## src/rtl/rxr_pkg.sv

```systemverilog
// Shared types and field positions for the receive descriptor ring engine.
// Assumes a 64-bit descriptor word: {status, length, buffer pointer}.
package rxr_pkg;

    localparam int ST_EMPTY = 15;   // host sets, engine clears
    localparam int ST_WRAP  = 13;   // last descriptor of the ring
    localparam int ST_LAST  = 11;   // frame ends in this buffer
    localparam int ST_LONG  = 5;    // frame exceeded the length limit
    localparam int ST_SHORT = 4;    // frame below the minimum length
    localparam int ST_FERR  = 0;    // error flagged by the frame source
    localparam int KICK_BIT = 24;   // kick register bit that starts polling

    typedef enum logic [2:0] {
        ENG_IDLE,
        ENG_FETCH,
        ENG_CHECK,
        ENG_READY,
        ENG_RECV,
        ENG_WB
    } eng_state_t;

    typedef struct packed {
        logic [15:0] stat;
        logic [15:0] len;
        logic [31:0] buf_ptr;
    } rx_desc_t;

    // Build the written-back descriptor from the held one and the frame result.
    function automatic rx_desc_t wb_word(input rx_desc_t d, input logic [15:0] n,
                                         input logic lg, input logic sh, input logic fe);
        rx_desc_t w;
        w = d;
        w.stat[5:0]      = 6'b0;
        w.stat[ST_EMPTY] = 1'b0;
        w.stat[ST_LAST]  = 1'b1;
        w.stat[ST_LONG]  = lg;
        w.stat[ST_SHORT] = sh;
        w.stat[ST_FERR]  = fe;
        w.len            = n;
        return w;
    endfunction

endpackage

```

## src/rtl/rxr_ring_ptr.sv

```systemverilog
// Ring position: holds the ring base and the current descriptor index.
// Assumes base_ld only arrives while the engine is halted (gated by the caller).
module rxr_ring_ptr #(
    parameter int DAW = 6
) (
    input  logic           clk,
    input  logic           rst_n,
    input  logic           base_ld,
    input  logic [DAW-1:0] base_val,
    input  logic           step,
    input  logic           wrap,
    output logic [DAW-1:0] cur_addr
);

    logic [DAW-1:0] base_q;
    logic [DAW-1:0] idx_q;

    // Load a new base (index restarts) or move to the next descriptor.
    always_ff @(posedge clk) begin
        if (!rst_n) begin
            base_q <= '0;
            idx_q  <= '0;
        end else if (base_ld) begin
            base_q <= base_val;
            idx_q  <= '0;
        end else if (step) begin
            idx_q  <= wrap ? '0 : idx_q + DAW'(1);
        end
    end

    // Descriptor address is the base offset by the index.
    always_comb cur_addr = base_q + idx_q;

endmodule

```

## src/rtl/rxr_len_ctr.sv

```systemverilog
// Frame byte counter with saturation at the maximum frame length.
// Assumes start and step are never high in the same cycle.
module rxr_len_ctr #(
    parameter int MAX_FRAME = 1518,
    parameter int MIN_FRAME = 64,
    parameter int LW        = 16
) (
    input  logic          clk,
    input  logic          rst_n,
    input  logic          start,
    input  logic          step,
    output logic [LW-1:0] cnt,
    output logic          room,
    output logic          too_long,
    output logic          too_short
);

    localparam logic [LW-1:0] MAX_LEN = LW'(MAX_FRAME);
    localparam logic [LW-1:0] MIN_LEN = LW'(MIN_FRAME);

    logic [LW-1:0] cnt_q;
    logic          long_q;

    // Count stored bytes; a byte beyond the limit marks the frame long.
    always_ff @(posedge clk) begin
        if (!rst_n) begin
            cnt_q  <= '0;
            long_q <= 1'b0;
        end else if (start) begin
            cnt_q  <= LW'(1);
            long_q <= 1'b0;
        end else if (step) begin
            if (cnt_q < MAX_LEN) cnt_q  <= cnt_q + LW'(1);
            else                 long_q <= 1'b1;
        end
    end

    // Expose count and the derived length flags.
    always_comb begin
        cnt       = cnt_q;
        room      = cnt_q < MAX_LEN;
        too_long  = long_q;
        too_short = cnt_q < MIN_LEN;
    end

endmodule

```

## src/rtl/rx_bd_ring_engine.sv

```systemverilog
// Receive descriptor ring engine: fetches descriptors on a kick, stores each
// frame into the buffer of an empty descriptor, writes the descriptor back
// and advances around the ring until it meets one the host still owns.
// Assumes descriptor memory read data one cycle after dm_rd, and a byte
// stream that cannot be stalled (no ready signal).
module rx_bd_ring_engine
    import rxr_pkg::*;
#(
    parameter int DAW       = 6,
    parameter int MAX_FRAME = 1518,
    parameter int MIN_FRAME = 64
) (
    input  logic           clk,
    input  logic           rst_n,
    input  logic           act_wr,
    input  logic [31:0]    act_wdata,
    input  logic           base_wr,
    input  logic [DAW-1:0] base_wdata,
    output logic           poll_active,
    output logic           dm_rd,
    output logic           dm_wr,
    output logic [DAW-1:0] dm_addr,
    output logic [63:0]    dm_wdata,
    input  logic [63:0]    dm_rdata,
    input  logic           in_valid,
    input  logic [7:0]     in_data,
    input  logic           in_last,
    input  logic           in_err,
    output logic           buf_we,
    output logic [31:0]    buf_waddr,
    output logic [7:0]     buf_wdata,
    output logic           ovr_evt
);

    localparam int LW = 16;

    eng_state_t    st_q, st_d;
    logic          active_q;
    rx_desc_t      desc_q;
    rx_desc_t      rdesc;
    logic          mid_q, fe_q, ovr_q;
    logic          start_b, take_first, take_more, kick, base_ok, halt_now;
    logic [LW-1:0] cnt;
    logic          room, too_long, too_short;

    // Decode the frame stream and host strobes against the current state.
    always_comb begin
        rdesc      = rx_desc_t'(dm_rdata);
        start_b    = in_valid & ~mid_q;
        take_first = (st_q == ENG_READY) & start_b;
        take_more  = (st_q == ENG_RECV) & in_valid;
        kick       = act_wr & act_wdata[KICK_BIT];
        base_ok    = base_wr & ~active_q & (st_q == ENG_IDLE);
        halt_now   = (st_q == ENG_CHECK) & ~rdesc.stat[ST_EMPTY];
    end

    rxr_ring_ptr #(.DAW(DAW)) u_ptr (
        .clk      (clk),
        .rst_n    (rst_n),
        .base_ld  (base_ok),
        .base_val (base_wdata),
        .step     (st_q == ENG_WB),
        .wrap     (desc_q.stat[ST_WRAP]),
        .cur_addr (dm_addr)
    );

    rxr_len_ctr #(.MAX_FRAME(MAX_FRAME), .MIN_FRAME(MIN_FRAME), .LW(LW)) u_len (
        .clk       (clk),
        .rst_n     (rst_n),
        .start     (take_first),
        .step      (take_more),
        .cnt       (cnt),
        .room      (room),
        .too_long  (too_long),
        .too_short (too_short)
    );

    // Next-state logic of the descriptor walk.
    always_comb begin
        st_d = st_q;
        unique case (st_q)
            ENG_IDLE:  if (active_q) st_d = ENG_FETCH;
            ENG_FETCH: st_d = ENG_CHECK;
            ENG_CHECK: st_d = rdesc.stat[ST_EMPTY] ? ENG_READY : ENG_IDLE;
            ENG_READY: if (take_first) st_d = in_last ? ENG_WB : ENG_RECV;
            ENG_RECV:  if (take_more && in_last) st_d = ENG_WB;
            ENG_WB:    st_d = active_q ? ENG_FETCH : ENG_IDLE;
            default:   st_d = ENG_IDLE;
        endcase
    end

    // State, kick flag, held descriptor, frame tracking and overrun pulse.
    always_ff @(posedge clk) begin
        if (!rst_n) begin
            st_q     <= ENG_IDLE;
            active_q <= 1'b0;
            desc_q   <= '0;
            mid_q    <= 1'b0;
            fe_q     <= 1'b0;
            ovr_q    <= 1'b0;
        end else begin
            st_q     <= st_d;
            active_q <= kick | (active_q & ~halt_now);
            if ((st_q == ENG_CHECK) && rdesc.stat[ST_EMPTY]) desc_q <= rdesc;
            if (in_valid) mid_q <= ~in_last;
            if ((take_first || take_more) && in_last) fe_q <= in_err;
            ovr_q    <= start_b & (st_q != ENG_READY);
        end
    end

    // Drive the memory, buffer and status outputs.
    always_comb begin
        poll_active = active_q;
        dm_rd       = (st_q == ENG_FETCH);
        dm_wr       = (st_q == ENG_WB);
        dm_wdata    = wb_word(desc_q, cnt, too_long, too_short, fe_q);
        buf_we      = take_first | (take_more & room);
        buf_waddr   = desc_q.buf_ptr + (take_first ? 32'd0 : 32'(cnt));
        buf_wdata   = in_data;
        ovr_evt     = ovr_q;
    end

endmodule

```

## config.mk

```make
export PLATFORM = sky130hd
export DESIGN_NAME = rx_bd_ring_engine
export DESIGN_NICKNAME = d
export VERILOG_FILES = /design/src/rtl/rxr_pkg.sv /design/src/rtl/rxr_ring_ptr.sv /design/src/rtl/rxr_len_ctr.sv /design/src/rtl/rx_bd_ring_engine.sv
export SDC_FILE = /design/constraint.sdc
export NUM_CORES = 1
export LEC_CHECK = 0
export BUFFER_PORTS_ARGS = -buffer_cell sky130_fd_sc_hd__buf_2
export CORE_UTILIZATION = 47
export CTS_CLUSTER_SIZE = 24
export DETAILED_ROUTE_END_ITERATION = 10
export GPL_TIMING_DRIVEN = 0
export PLACE_DENSITY_LB_ADDON = 0.3
export REMOVE_ABC_BUFFERS = 1
export SLEW_MARGIN = 20
export SYNTH_ARGS = -nofsm -noshare
export SYNTH_HDL_FRONTEND = slang
export SYNTH_HIERARCHICAL = 1
export SYNTH_SLANG_ARGS = --single-unit
```

## constraint.sdc

```tcl
create_clock -name clk -period 6 [get_ports clk]
set_input_delay 1.2 -clock clk [delete_from_list [all_inputs] [get_ports clk]]
set_output_delay 1.2 -clock clk [all_outputs]
set_load 0.1 [all_outputs]
```

==> impl_metrics.prom <==
# TYPE chip_impl_metric gauge
chip_impl_metric{name="power.leakage",unit="nW"} 2.795
chip_impl_metric{name="clock-skew-final",unit="ps"} 12.67
chip_impl_metric{name="cap_viol_max_count",unit=""} 0
chip_impl_metric{name="slowest_stage_delay_cp",unit="ps"} 500
chip_impl_metric{name="total_neg_setup_slack",unit="ps"} 0
chip_impl_metric{name="critical_path_arrival",unit="ps"} 4550
chip_impl_metric{name="wire_per_inst",unit="microns"} 14.42
chip_impl_metric{name="synth_area_per_cell",unit="sq um"} 8.223
chip_impl_metric{name="routabilityCongestion",unit=""} 0.9131
chip_impl_metric{name="die_width",unit="microns"} 102.7
chip_impl_metric{name="power_switching",unit="W"} 0.0004575
chip_impl_metric{name="grt_pass1_vias",unit=""} 4010
chip_impl_metric{name="syn-cell-area",unit="sq um"} 4770
chip_impl_metric{name="drive_above_1_share",unit=""} 0.2793
chip_impl_info{name="rr_startpoint",value="st_q[2]"} 1
chip_impl_info{name="synth_top_cell_by_area",value="sky130_fd_sc_hd__dfxtp_1"} 1
chip_impl_metric{name="worst_slew_margin_rel",unit=""} 0.3802
chip_impl_metric{name="max_freq",unit="MHz"} 174.0
chip_impl_metric{name="grt_first_pass_wirelength",unit="microns"} 18750
chip_impl_metric{name="slew_of_the_pin_with_the_lowest_slew_margin",unit="ps"} 929.6
chip_impl_metric{name="cp_data_required_time",unit="ps"} 4800
chip_impl_metric{name="cts_buffer_depth",unit=""} 2
chip_impl_info{name="ys.flop_type",value="sky130_fd_sc_hd__dfxtp_1"} 1
chip_impl_metric{name="power-per-cell-area",unit="nW/um^2"} 220.7
chip_impl_metric{name="globalRouteMet3Util",unit=""} 0.07322
chip_impl_info{name="crit_end_element",value="output pin"} 1
chip_impl_info{name="cell_with_the_biggest_individual_delay_on_the_critical_path",value="sky130_fd_sc_hd__nor2_2"} 1
chip_impl_metric{name="antenna_cells_inserted",unit=""} 0
chip_impl_metric{name="synth.ff_latch_count",unit=""} 76
chip_impl_metric{name="comb_power_share",unit=""} 0.235
chip_impl_metric{name="number_of_antenna_violations_at_the_first_check_in_global_routing",unit=""} 0
chip_impl_metric{name="cts_inserted_buffers",unit=""} 9
chip_impl_metric{name="synthCells",unit=""} 580
chip_impl_metric{name="placeableCoreArea",unit="sq um"} 9819
chip_impl_metric{name="internal_power",unit="W"} 0.0008171
chip_impl_info{name="hp-class",value="reg2reg"} 1
chip_impl_info{name="cts_tree",value="built"} 1
chip_impl_metric{name="ctsHoldBuffers",unit=""} 0
chip_impl_metric{name="num_vias",unit=""} 4480
chip_impl_metric{name="floorplan.rows",unit=""} 36
chip_impl_metric{name="drv_slew",unit=""} 0
chip_impl_metric{name="grt_remaining_overflow",unit=""} 0
chip_impl_metric{name="detail_route.wirelength",unit="microns"} 12250
chip_impl_info{name="criticalPathCategory",value="in2out"} 1
chip_impl_info{name="critical_path.top_delay_family",value="simple AND/OR/NAND/NOR gates"} 1
chip_impl_info{name="min_from",value="u_len/too_long"} 1
chip_impl_metric{name="post-dp-hpwl",unit="microns"} 9090
chip_impl_metric{name="flow.area_growth_from_synthesis",unit="%"} 21.09
chip_impl_metric{name="detail_route.first_pass.iterations",unit=""} 6
chip_impl_metric{name="start_util",unit=""} 0.4857
chip_impl_info{name="startpoint_type",value="primary input"} 1
chip_impl_info{name="synth.area.top_cells",value="sky130_fd_sc_hd__dfxtp_1 32%, sky130_fd_sc_hd__nand2_1 9.1%, sky130_fd_sc_hd__a21boi_0 6.5%, sky130_fd_sc_hd__ha_1 6.0%, sky130_fd_sc_hd__xor2_1 3.7%"} 1
chip_impl_metric{name="fp.dieH",unit="microns"} 102.7
chip_impl_info{name="hold_end",value="u_len/too_long"} 1
chip_impl_metric{name="pin_count_of_the_biggest_net_entering_global_routing",unit=""} 58
chip_impl_metric{name="final_core_util",unit=""} 0.5882
chip_impl_metric{name="drt_drc_violations_left",unit=""} 0
chip_impl_metric{name="ant_nets",unit=""} 0
chip_impl_metric{name="netlist.area_leader.share",unit=""} 0.3190
chip_impl_metric{name="track_usage",unit=""} 0.2246
chip_impl_metric{name="io_buffer_count",unit=""} 156
chip_impl_metric{name="netSwitchingFraction",unit=""} 0.3589
chip_impl_metric{name="fin_crit_sh",unit=""} 0.9580
chip_impl_info{name="setup_repair_after_global_routing_missed_its_margin",value="false"} 1
chip_impl_metric{name="hold-path-cell-count",unit=""} 2
chip_impl_metric{name="cts-htree-levels",unit=""} 3
chip_impl_metric{name="drt_first_iter_violations",unit=""} 145
chip_impl_metric{name="path_max_fanout",unit=""} 11
chip_impl_info{name="clock_tree.root_cell",value="sky130_fd_sc_hd__clkbuf_8"} 1
chip_impl_metric{name="final_net_count",unit=""} 853
chip_impl_info{name="globalRoute.busiestLayer",value="met2"} 1
chip_impl_metric{name="clock_insertion_delay_worst_skew",unit="ps"} 350
chip_impl_metric{name="ys_async_rst_share",unit=""} 0
chip_impl_metric{name="ff2ff_path_depth",unit=""} 5
chip_impl_metric{name="clock_transition_at_the_registers_of_the_reported_paths",unit="ps"} 80
chip_impl_metric{name="clock-sinks",unit=""} 76
chip_impl_metric{name="synth_cell_type_count",unit=""} 62
chip_impl_info{name="r2r_end",value="u_len/cnt[5]"} 1
chip_impl_metric{name="synth_sequential_area_ratio",unit=""} 0.3190
chip_impl_metric{name="finalSetupViolCount",unit=""} 0
chip_impl_metric{name="hold_viol",unit=""} 0
chip_impl_metric{name="critPathBufInv",unit=""} 2
chip_impl_info{name="cells_along_the_critical_path",value="buf_2, nor2b_1, nand2_1, nor2_2, nor2b_1, ha_1, a21oi_1, o21bai_4, a2111oi_2, and4bb_4, nand3_1, xnor2_1, buf_2"} 1
chip_impl_metric{name="die_area",unit="sq um"} 10550
chip_impl_info{name="status",value="completed"} 1
chip_impl_metric{name="yosysWarningCount",unit=""} 6
chip_impl_metric{name="boundaryPins",unit=""} 232
chip_impl_metric{name="met2_usage",unit=""} 0.3723
chip_impl_metric{name="routed_via_density",unit=""} 5.277
chip_impl_metric{name="worst-r2r-setup-slack",unit="ps"} 3770
chip_impl_metric{name="grtUsageMet1",unit=""} 0.2769
chip_impl_metric{name="power.share.sequential",unit=""} 0.422
chip_impl_metric{name="period_minus_slack",unit="ps"} 5748
chip_impl_metric{name="irDropWorstVdd",unit="V"} 0.0001311
chip_impl_metric{name="synth_edf_count",unit=""} 0
chip_impl_metric{name="p_clk_frac",unit=""} 0.343
layout make-up:
type / instances / area [sq um]
Sequential cell: 76 / 1521
Tap cell: 133 / 166.4
Timing Repair Buffer: 162 / 855.8
Inverter: 11 / 41.29
Fill cell: 920 / 4044
Clock inverter: 6 / 86.33
Clock buffer: 10 / 127.6
Multi-Input combinational cell: 451 / 2977
routing by layer:
metal,vias to the layer above,routed length [microns]
met5,-,0
met2,157,5586
met4,0,184
met1,2053,5523
met3,17,951
li1,2253,-
cells in the final DEF, fill, tap and decap left out, types with 11 or more instances in the layout:
cell and n:
sky130_fd_sc_hd__dfxtp_1 76, sky130_fd_sc_hd__mux2i_1 13, sky130_fd_sc_hd__buf_2 149, sky130_fd_sc_hd__o21ai_0 11
sky130_fd_sc_hd__a21boi_0 41, sky130_fd_sc_hd__nand2_1 115, sky130_fd_sc_hd__ha_1 23, sky130_fd_sc_hd__inv_1 11
sky130_fd_sc_hd__xor2_1 20, sky130_fd_sc_hd__nor2b_1 25, sky130_fd_sc_hd__a21oi_1 21, sky130_fd_sc_hd__nor2_1 20
sky130_fd_sc_hd__xnor2_1 19, sky130_fd_sc_hd__a21o_1 13
tightest hold or removal path: stages (launching register included):
cell,delay [ps]
sky130_fd_sc_hd__dfxtp_1,310
sky130_fd_sc_hd__inv_1,50
sky130_fd_sc_hd__a21oi_1,50
worst max-delay path by stage:
stage	start	end	slack, ps	cells after the start
after floorplan	in_valid	buf_waddr[26]	-1690	10
after global placement	in_valid	buf_waddr[26]	-460	14
after detailed placement	in_valid	buf_waddr[24]	-180	14
after CTS	in_valid	buf_waddr[26]	40	14
after global routing	in_valid	buf_waddr[25]	30	13
final	in_valid	buf_waddr[25]	250	13
cells in the mapped netlist, types with 10 or more instances:
cell	instances
sky130_fd_sc_hd__nand2_1	115
sky130_fd_sc_hd__dfxtp_1	76
sky130_fd_sc_hd__a21boi_0	41
sky130_fd_sc_hd__nor2b_1	26
sky130_fd_sc_hd__ha_1	23
sky130_fd_sc_hd__a21oi_1	21
sky130_fd_sc_hd__clkbuf_1	21
sky130_fd_sc_hd__nor2_1	21
sky130_fd_sc_hd__xor2_1	20
sky130_fd_sc_hd__xnor2_1	19
sky130_fd_sc_hd__buf_4	16
sky130_fd_sc_hd__a21o_1	13
sky130_fd_sc_hd__mux2i_1	13
sky130_fd_sc_hd__inv_1	11
sky130_fd_sc_hd__o21ai_0	11
sky130_fd_sc_hd__nand2b_1	10
sky130_fd_sc_hd__nand3_1	10
sky130_fd_sc_hd__nand4_1	10
state kept, by name, summed over array words and instances (netlist names), 3 cells and up:
signal,cells
dm_wdata,40
st_q,3
u_len/cnt,16
u_ptr/base_q,6
u_ptr/idx_q,6
through the flow:
step / cells / instance area, sq um / hold slack, ps / worst slack [ps] / total power (W)
3_5_place_dp: 831 / 5523 / 445.2 / -180.3 / 0.0008461
3_3_place_gp: 826 / 5459 / 439.2 / -462.2 / 0.0008382
2_1_floorplan: 537 / 4512 / 489.5 / -1688 / 0.0007808
6_report: 849 / 5776 / 449.2 / 252.2 / 0.001275
5_1_grt: 849 / 5776 / 492.2 / 29.83 / 0.001327
4_1_cts: 847 / 5742 / 457.2 / 42.98 / 0.001281
kinds of logic after synthesis:
family,Yosys count,share of synthesized area
adders and majority gates,25,0.06873
and+or+nand+nor,237,0.2424
xor gates and xnor gates,39,0.07162
AOI/OAI and AO/OA,131,0.2044
buffers and inverters,57,0.06506
DFF,76,0.3190
muxes,13,0.02728
other,2,0.001575
power groups by stage:
stage,Combinational (W),Sequential (W),Clock (W)
floorplan,0.000164,0.000617,0
global placement,0.000290,0.000548,0
detailed placement,0.000297,0.000549,0
CTS,0.000298,0.000537,0.000446
global route,0.000315,0.000540,0.000471
finish,0.000299,0.000538,0.000438
repair_timing:
action / in CTS / in global routing
gates cloned: 0 / 1
resized for setup: 1 / 7
pin swaps: 0 / 1
setup endpoints to repair: 9 / 12
setup buffers: 0 / 1
(Power assumes the default switching activity.)
